<file path="config.mk">
export PLATFORM = sky130hd
export DESIGN_NAME = avsw_ctrl_slave
export DESIGN_NICKNAME = d
export VERILOG_FILES = /design/src/rtl/avsw_ctrl_pkg.sv /design/src/rtl/avsw_bus_sync.sv /design/src/rtl/avsw_reg_bank.sv /design/src/rtl/avsw_ctrl_slave.sv
export SDC_FILE = /design/constraint.sdc
export NUM_CORES = 1
export LEC_CHECK = 0
export ABC_CLOCK_PERIOD_IN_PS = 2300
export BUFFER_PORTS_ARGS = -buffer_cell sky130_fd_sc_hd__clkbuf_2
export CAP_MARGIN = 15
export CELL_PAD_IN_SITES_DETAIL_PLACEMENT = 0
export CELL_PAD_IN_SITES_GLOBAL_PLACEMENT = 1
export CORE_ASPECT_RATIO = 1.75
export CORE_UTILIZATION = 45
export CTS_CLUSTER_DIAMETER = 100
export DETAILED_ROUTE_END_ITERATION = 6
export MAX_ROUTING_LAYER = met4
export PLACE_DENSITY = 0.82
export SLEW_MARGIN = 20
export SYNTH_ARGS = -nofsm -noshare
export SYNTH_HDL_FRONTEND = slang
export SYNTH_SLANG_ARGS = --single-unit
export TNS_END_PERCENT = 10
</file>
<file path="constraint.sdc">
create_clock -name clk -period 2.3 [get_ports clk]
set_clock_uncertainty 0.05 [all_clocks]
set_input_delay 0.69 -clock clk [delete_from_list [all_inputs] [get_ports clk]]
set_output_delay 0.69 -clock clk [all_outputs]
set_load 0.05 [all_outputs]
</file>
<file path="src/rtl/avsw_ctrl_pkg.sv">
package avsw_ctrl_pkg;
    localparam int BYTE_W = 8;

    typedef enum logic [3:0] {
        ST_IDLE,
        ST_ADDR,
        ST_AACK,
        ST_SUB,
        ST_SACK,
        ST_WDAT,
        ST_WACK,
        ST_RDAT,
        ST_RACK,
        ST_SKIP
    } bus_state_e;
endpackage

</file>
<file path="src/rtl/avsw_bus_sync.sv">
module avsw_bus_sync #(
    parameter int STAGES = 2
) (
    input  logic clk,
    input  logic rst_n,
    input  logic scl_in,
    input  logic sda_in,
    output logic scl_hi,
    output logic scl_rise,
    output logic scl_fall,
    output logic sda_bit,
    output logic start_det,
    output logic stop_det
);
    localparam int LAST = STAGES;

    // STAGES flops of synchronizer plus one history flop for edge detection
    logic [LAST:0] scl_q, sda_q;

    always_ff @(posedge clk or negedge rst_n) begin
        if (!rst_n) begin
            scl_q <= '1;
            sda_q <= '1;
        end else begin
            scl_q <= {scl_q[LAST-1:0], scl_in};
            sda_q <= {sda_q[LAST-1:0], sda_in};
        end
    end

    logic scl_cur, scl_prv, sda_cur, sda_prv;
    assign scl_cur = scl_q[LAST-1];
    assign scl_prv = scl_q[LAST];
    assign sda_cur = sda_q[LAST-1];
    assign sda_prv = sda_q[LAST];

    assign scl_hi    = scl_cur;
    assign sda_bit   = sda_cur;
    assign scl_rise  = scl_cur & ~scl_prv;
    assign scl_fall  = ~scl_cur & scl_prv;
    assign start_det = scl_cur & scl_prv & sda_prv & ~sda_cur;
    assign stop_det  = scl_cur & scl_prv & ~sda_prv & sda_cur;
endmodule

</file>
<file path="src/rtl/avsw_reg_bank.sv">
module avsw_reg_bank #(
    parameter int NREG = 7,
    parameter int W    = 8,
    parameter int AW   = 8
) (
    input  logic              clk,
    input  logic              rst_n,
    input  logic              we,
    input  logic [AW-1:0]     waddr,
    input  logic [W-1:0]      wdata,
    output logic [NREG*W-1:0] regs_flat
);
    localparam int FLAT_W = NREG * W;

    logic [NREG-1:0][W-1:0] bank;

    always_ff @(posedge clk or negedge rst_n) begin
        if (!rst_n) begin
            bank <= '0;
        end else if (we) begin
            for (int i = 0; i < NREG; i++) begin
                if (waddr == AW'(i)) bank[i] <= wdata;
            end
        end
    end

    for (genvar g = 0; g < NREG; g++) begin : g_flat
        assign regs_flat[g*W +: W] = bank[g];
    end

    // a write beyond the bank leaves every register as it was
    assert_oob_discard_R7: assert property (@(posedge clk) disable iff (!rst_n)
        (we && (waddr >= AW'(NREG))) |=> $stable(regs_flat));

    logic unused_w;
    assign unused_w = ^FLAT_W;
endmodule

</file>
<file path="src/rtl/avsw_ctrl_slave.sv">
module avsw_ctrl_slave
    import avsw_ctrl_pkg::*;
#(
    parameter logic [6:0] DEV_ADDR    = 7'h4B,
    parameter int         NREG        = 7,
    parameter int         SYNC_STAGES = 2
) (
    input  logic                   clk,
    input  logic                   rst_n,
    input  logic                   scl_in,
    input  logic                   sda_in,
    output logic                   sda_oe,
    input  logic [BYTE_W-1:0]      status_in,
    output logic                   status_clr,
    output logic [NREG*BYTE_W-1:0] regs_flat
);
    localparam int          PTR_W   = 8;
    localparam logic [3:0]  FULL    = 4'd8;
    localparam logic [3:0]  LASTOUT = 4'd7;
    localparam logic [PTR_W-1:0] PTR_MAX = '1;

    logic scl_hi, scl_rise, scl_fall, sda_bit, start_det, stop_det;

    avsw_bus_sync #(.STAGES(SYNC_STAGES)) u_sync (
        .clk      (clk),
        .rst_n    (rst_n),
        .scl_in   (scl_in),
        .sda_in   (sda_in),
        .scl_hi   (scl_hi),
        .scl_rise (scl_rise),
        .scl_fall (scl_fall),
        .sda_bit  (sda_bit),
        .start_det(start_det),
        .stop_det (stop_det)
    );

    bus_state_e        state, nxt;
    logic [3:0]        bit_cnt;
    logic [BYTE_W-1:0] shreg;
    logic [PTR_W-1:0]  ptr;
    logic              byte_done, wr_en;

    assign byte_done = scl_fall && (bit_cnt == FULL);

    // next-state logic
    always_comb begin
        nxt = state;
        if (stop_det) begin
            nxt = ST_IDLE;
        end else if (start_det) begin
            nxt = ST_ADDR;
        end else if (scl_fall) begin
            unique case (state)
                ST_ADDR: if (bit_cnt == FULL)
                             nxt = (shreg[7:1] == DEV_ADDR) ? ST_AACK : ST_SKIP;
                ST_AACK: nxt = shreg[0] ? ST_RDAT : ST_SUB;
                ST_SUB:  if (bit_cnt == FULL) nxt = ST_SACK;
                ST_SACK: nxt = ST_WDAT;
                ST_WDAT: if (bit_cnt == FULL) nxt = ST_WACK;
                ST_WACK: nxt = ST_WDAT;
                ST_RDAT: if (bit_cnt == LASTOUT) nxt = ST_RACK;
                ST_RACK: nxt = ST_SKIP;
                default: nxt = state;
            endcase
        end
    end

    // state register
    always_ff @(posedge clk or negedge rst_n) begin
        if (!rst_n) state <= ST_IDLE;
        else        state <= nxt;
    end

    // bit counter, shifter and register pointer
    always_ff @(posedge clk or negedge rst_n) begin
        if (!rst_n) begin
            bit_cnt <= '0;
            shreg   <= '0;
            ptr     <= '0;
        end else if (start_det || stop_det) begin
            bit_cnt <= '0;
        end else if (scl_rise && (state == ST_ADDR || state == ST_SUB || state == ST_WDAT)) begin
            shreg   <= {shreg[BYTE_W-2:0], sda_bit};
            bit_cnt <= bit_cnt + 4'd1;
        end else if (scl_fall) begin
            if (byte_done) bit_cnt <= '0;
            if (state == ST_SUB && byte_done) ptr <= shreg;
            if (state == ST_WDAT && byte_done && ptr != PTR_MAX) ptr <= ptr + 1'b1;
            if (state == ST_AACK) begin
                bit_cnt <= '0;
                if (shreg[0]) shreg <= status_in;
            end
            if (state == ST_RDAT) begin
                shreg   <= {shreg[BYTE_W-2:0], 1'b1};
                bit_cnt <= bit_cnt + 4'd1;
            end
        end
    end

    // outputs
    always_comb begin
        sda_oe     = 1'b0;
        status_clr = 1'b0;
        wr_en      = 1'b0;
        unique case (state)
            ST_AACK, ST_SACK, ST_WACK: sda_oe = 1'b1;
            ST_RDAT: begin
                sda_oe     = ~shreg[BYTE_W-1];
                status_clr = scl_fall && (bit_cnt == LASTOUT) && !start_det && !stop_det;
            end
            ST_WDAT: wr_en = byte_done && !start_det && !stop_det;
            default: ;
        endcase
    end

    avsw_reg_bank #(.NREG(NREG), .W(BYTE_W), .AW(PTR_W)) u_bank (
        .clk      (clk),
        .rst_n    (rst_n),
        .we       (wr_en),
        .waddr    (ptr),
        .wdata    (shreg),
        .regs_flat(regs_flat)
    );

    // the pad enable only moves while the synchronized clock is low
    assert_oe_moves_low_R9: assert property (@(posedge clk) disable iff (!rst_n)
        !$stable(sda_oe) |-> !scl_hi);

    // the register outputs only change as the data acknowledge begins
    assert_regs_on_wack_R2: assert property (@(posedge clk) disable iff (!rst_n)
        !$stable(regs_flat) |-> (state == ST_WACK));

    // the clear strobe is one cycle wide and closes the status byte
    assert_clr_single_R5: assert property (@(posedge clk) disable iff (!rst_n)
        status_clr |=> (!status_clr && state == ST_RACK));

    // a pointer past the bank never wraps back into it
    assert_ptr_no_wrap_R7: assert property (@(posedge clk) disable iff (!rst_n)
        (ptr >= PTR_W'(NREG) && state != ST_SUB) |=> (ptr >= PTR_W'(NREG)));

    // every START restarts the bit count
    assert_start_clears_R10: assert property (@(posedge clk) disable iff (!rst_n)
        start_det |=> (bit_cnt == 4'd0));
endmodule

</file>
==> metrics.md <==
| Metric | Value |
|---|---|
| Post-Route WL | 10.7 mm |
| Final Setup Violations | 0 |
| CTS Sinks | 86 |
| Post-Syn Area | 4250 um^2 |
| Mux contribution to synthesized area | 15.6% |
| N_diodes | 0 |
| Cts hold-fix bufs | 0 |
| R2r endpoint | u_bank.regs_flat[23] |
| Largest net degree at the start of global routing | 87 |
| Number of DRC markers in iteration 0 | 164 |
| Asr flop ratio synth | 100% |
| Commonest non-fill, non-tap cell in the layout | dfrtp_1 |
| Sequential area share after synthesis | 50.8% |
| Drt wl/cell | 19.5 um |
| Leakage Power | 2.51 nW |
| Layout cells sized above 1 | 42.7% |
| Max IR drop VDD | 0.736 mV |
| # rows | 46 |
| Clock latency on the worst-skew pair | 0.34 ns |
| Gpl congestion | 0.871 |
| Drt drc | 0 |
| Core Area | 9090 um^2 |
| Layout net count | 442 |
| Critical Path AT | 1.48 ns |
| HP Class | input port to async pin |
| Clk slew on worst S/H paths | 0.06 ns |
| Crit path kind | flop to output pin |
| Headroom to the max-slew limit | 56.2% |
| Via count | 3174 |
| Reg2Reg Depth | 7 |
| Max-cap violations | 0 |
| Final period demand of the worst path | 2.22 ns |
| Grt total ovfl | 0 |
| CTS tree | yes |
| Count of pins over their slew limit | 0 |
| Worst setup margin | 0.0808 ns |
| Top post-synthesis cells by area | dfrtp_1 47%, mux2_2 15%, dfstp_2 3.7% |
| Post-Syn Area per Cell | 12.1 um^2 |
| Synth Area in Compound Gates | 12.2% |
| Area Overhead vs Synth | 22.2% |
| Pwr dens | 689 nW/um^2 |
| Initial antenna violation count | 0 |
| Multi-input logic area | 1980 um^2 |
| Yosys reg bits | 86 |
| Vias per inst | 5.78 |
| Tot Pwr | 3.58 mW |
| Largest family of logic cells by synthesized area | simple AND/OR/NAND/NOR gates |
| Die height | 131 um |
| YS warnings | 0 |
| Post-Synth Simple-Gate Area | 15.7% |
| Proportion of netlist area held by the largest area contributor | 47.1% |
| FF-to-FF Start | bit_cnt[0] |
| Xor and xnor fraction of the mapped netlist area | 0.412% |
| Worst setup EP type | output pin |
| Htree depth | 3 |
| Vias in the first global route | 3266 |
| Worst R2R Setup Slack | 0.19 ns |
| Syn Nets | 369 |
| TritonRoute pass-1 iters | 4 |
| Mapped Cells | 351 |
| Crit share post-route | 96.5% |
| Commonest cells after routing, fill and taps aside | 77 x dfrtp_1, 67 x clkbuf_2, 55 x mux2_2 |
| Num CTS Buffers | 9 |
| Synth Flop Type | dfrtp_1 |
| CP Data Required Time | 1.56 ns |
| Worst Path Max Fanout | 3 |
| Setup crit start kind | flop |
| Status | finished, final reports clean |
| Boundary Pins | 70 |
| Count of final hold-check violations | 0 |
| FILL cells | 841 |
| Post-synthesis adder-cell area fraction | 1.77% |
| Max Freq | 451 MHz |
| DRT antenna net count | 0 |
| Root Buffer | clkbuf_16 |
| Storage element area | 2160 um^2 |
| CTS max path bufs | 2 |
| RSZ-0062 raised after global routing | false |
| Dpl ws | 0.211 ns |
| Number of flops mapped to enable cells by yosys | 0 |
| Sum of negative setup slack | 0 ns |
| Post-synth top area cell | dfrtp_1 |
| Tightest Pin Transition | 0.656 ns |
| First-pass GRT wire length | 17.0 mm |
| DIE WIDTH | 75.5 um |
| Initial core utilization | 46.8% |
| Dpl hpwl | 7.50 mm |
| GRT Util Overall | 24.5% |
| IO Port Bufs | 69 |
| Distinct cell type count of the synthesized netlist | 72 |
| Die ar. | 9860 um^2 |
==> power by group <==
part	total (mW)	internal [mW]	leakage, nW	switching [mW]
clock	1.64	1.06	0.161	0.572
combinational	0.231	0.0914	1.20	0.139
sequential	1.71	1.56	1.16	0.149
==> repair_timing <==
item / 4_1_cts / 5_1_grt
endpoints found under the hold margin: 0 / 0
setup buffers: 0 / 5
endpoints found under the setup margin: 2 / 2
pin swaps: 0 / 2
resized for setup: 4 / 5
==> worst max path at each step <==
| stage | start | to | slack, ns | cells after the start |
|---|---|---|---|---|
| 4_1_cts | u_sync.scl_q[2] | status_clr | -0.01 | 3 |
| 3_3_place_gp | u_sync.scl_q[2] | status_clr | 0.24 | 3 |
| 2_1_floorplan | state[2] | status_clr | -0.03 | 4 |
| 3_5_place_dp | bit_cnt[0] | u_bank.regs_flat[33] | 0.21 | 7 |
| 6_report | state[3] | status_clr | 0.08 | 3 |
| 5_1_grt | state[3] | status_clr | 0.02 | 3 |
==> cell usage after synthesis (2+ instances only) <==
master,number
or3_1,2
a21oi_1,10
nand2b_1,2
ha_1,6
buf_1,3
and3b_1,2
o2bb2ai_1,5
o31a_1,2
nor3_1,6
buf_2,3
o21ai_0,5
clkbuf_1,15
nand3_1,8
o211ai_1,3
a2bb2oi_1,2
nor2_1,14
a311oi_1,4
and2_1,4
a21o_1,2
mux2i_1,3
dfstp_2,6
nand4b_4,3
mux2_2,55
or2_2,2
and4_1,2
nor2b_1,7
o32ai_1,3
nand4_4,2
and3_1,3
a211oi_1,7
o22ai_1,4
o41ai_1,2
nand2_1,11
nand3b_1,2
o21a_1,2
dfrtp_1,80
nand4_1,3
inv_1,12
o21bai_1,2
a31oi_1,8
nor4_1,3
==> metrics by stage <==
step / std cells / area, um^2 / util [%] / hold slack [ns]
after global placement: 528 / 4790 / 52.7 / 0.295
after global routing: 549 / 5200 / 57.1 / 0.317
after CTS: 544 / 5140 / 56.6 / 0.309
after floorplan: 351 / 4270 / - / 0.295
after detailed placement: 528 / 4790 / 52.7 / 0.300
final: 549 / 5200 / 57.1 / 0.310
==> routing by layer <==
layer  GRT usage (%)  wire length [um]  vias up
li1                -                 -     1452
met1            27.9              4160     1606
met2            41.3              5880       93
met3            3.91               341       23
met4            11.3               311        0
met5               -                 0        -
==> logic make-up after synthesis <==
logic type / Yosys count
muxes: 59
xor gates and xnor gates: 2
DFF: 86
and+or+nand+nor: 91
adders and majority gates: 6
AOI/OAI and AO/OA: 71
buffers and inverters: 36
==> critical path, stage by stage (launching register included) <==
cell,delay [ns]
dfrtp_1,0.39
nand4b_1,0.27
nor4_4,0.26
clkbuf_8,0.22
==> layout make-up <==
class	count	share of cell area (%)
Sequential cell	86	41.6
Multi-Input combinational cell	229	38.1
Timing Repair Buffer	86	10.0
Clock buffer	12	4.55
Tap cell	120	2.89
Clock inverter	4	1.90
Inverter	12	0.867
==> state kept, by name, indices dropped and copies added (netlist names) <==
register,count
u_sync.scl_q,3
u_bank.regs_flat,56
state,4
shreg,8
u_sync.sda_q,3
bit_cnt,4
ptr,8
(Power assumes the default switching activity.)
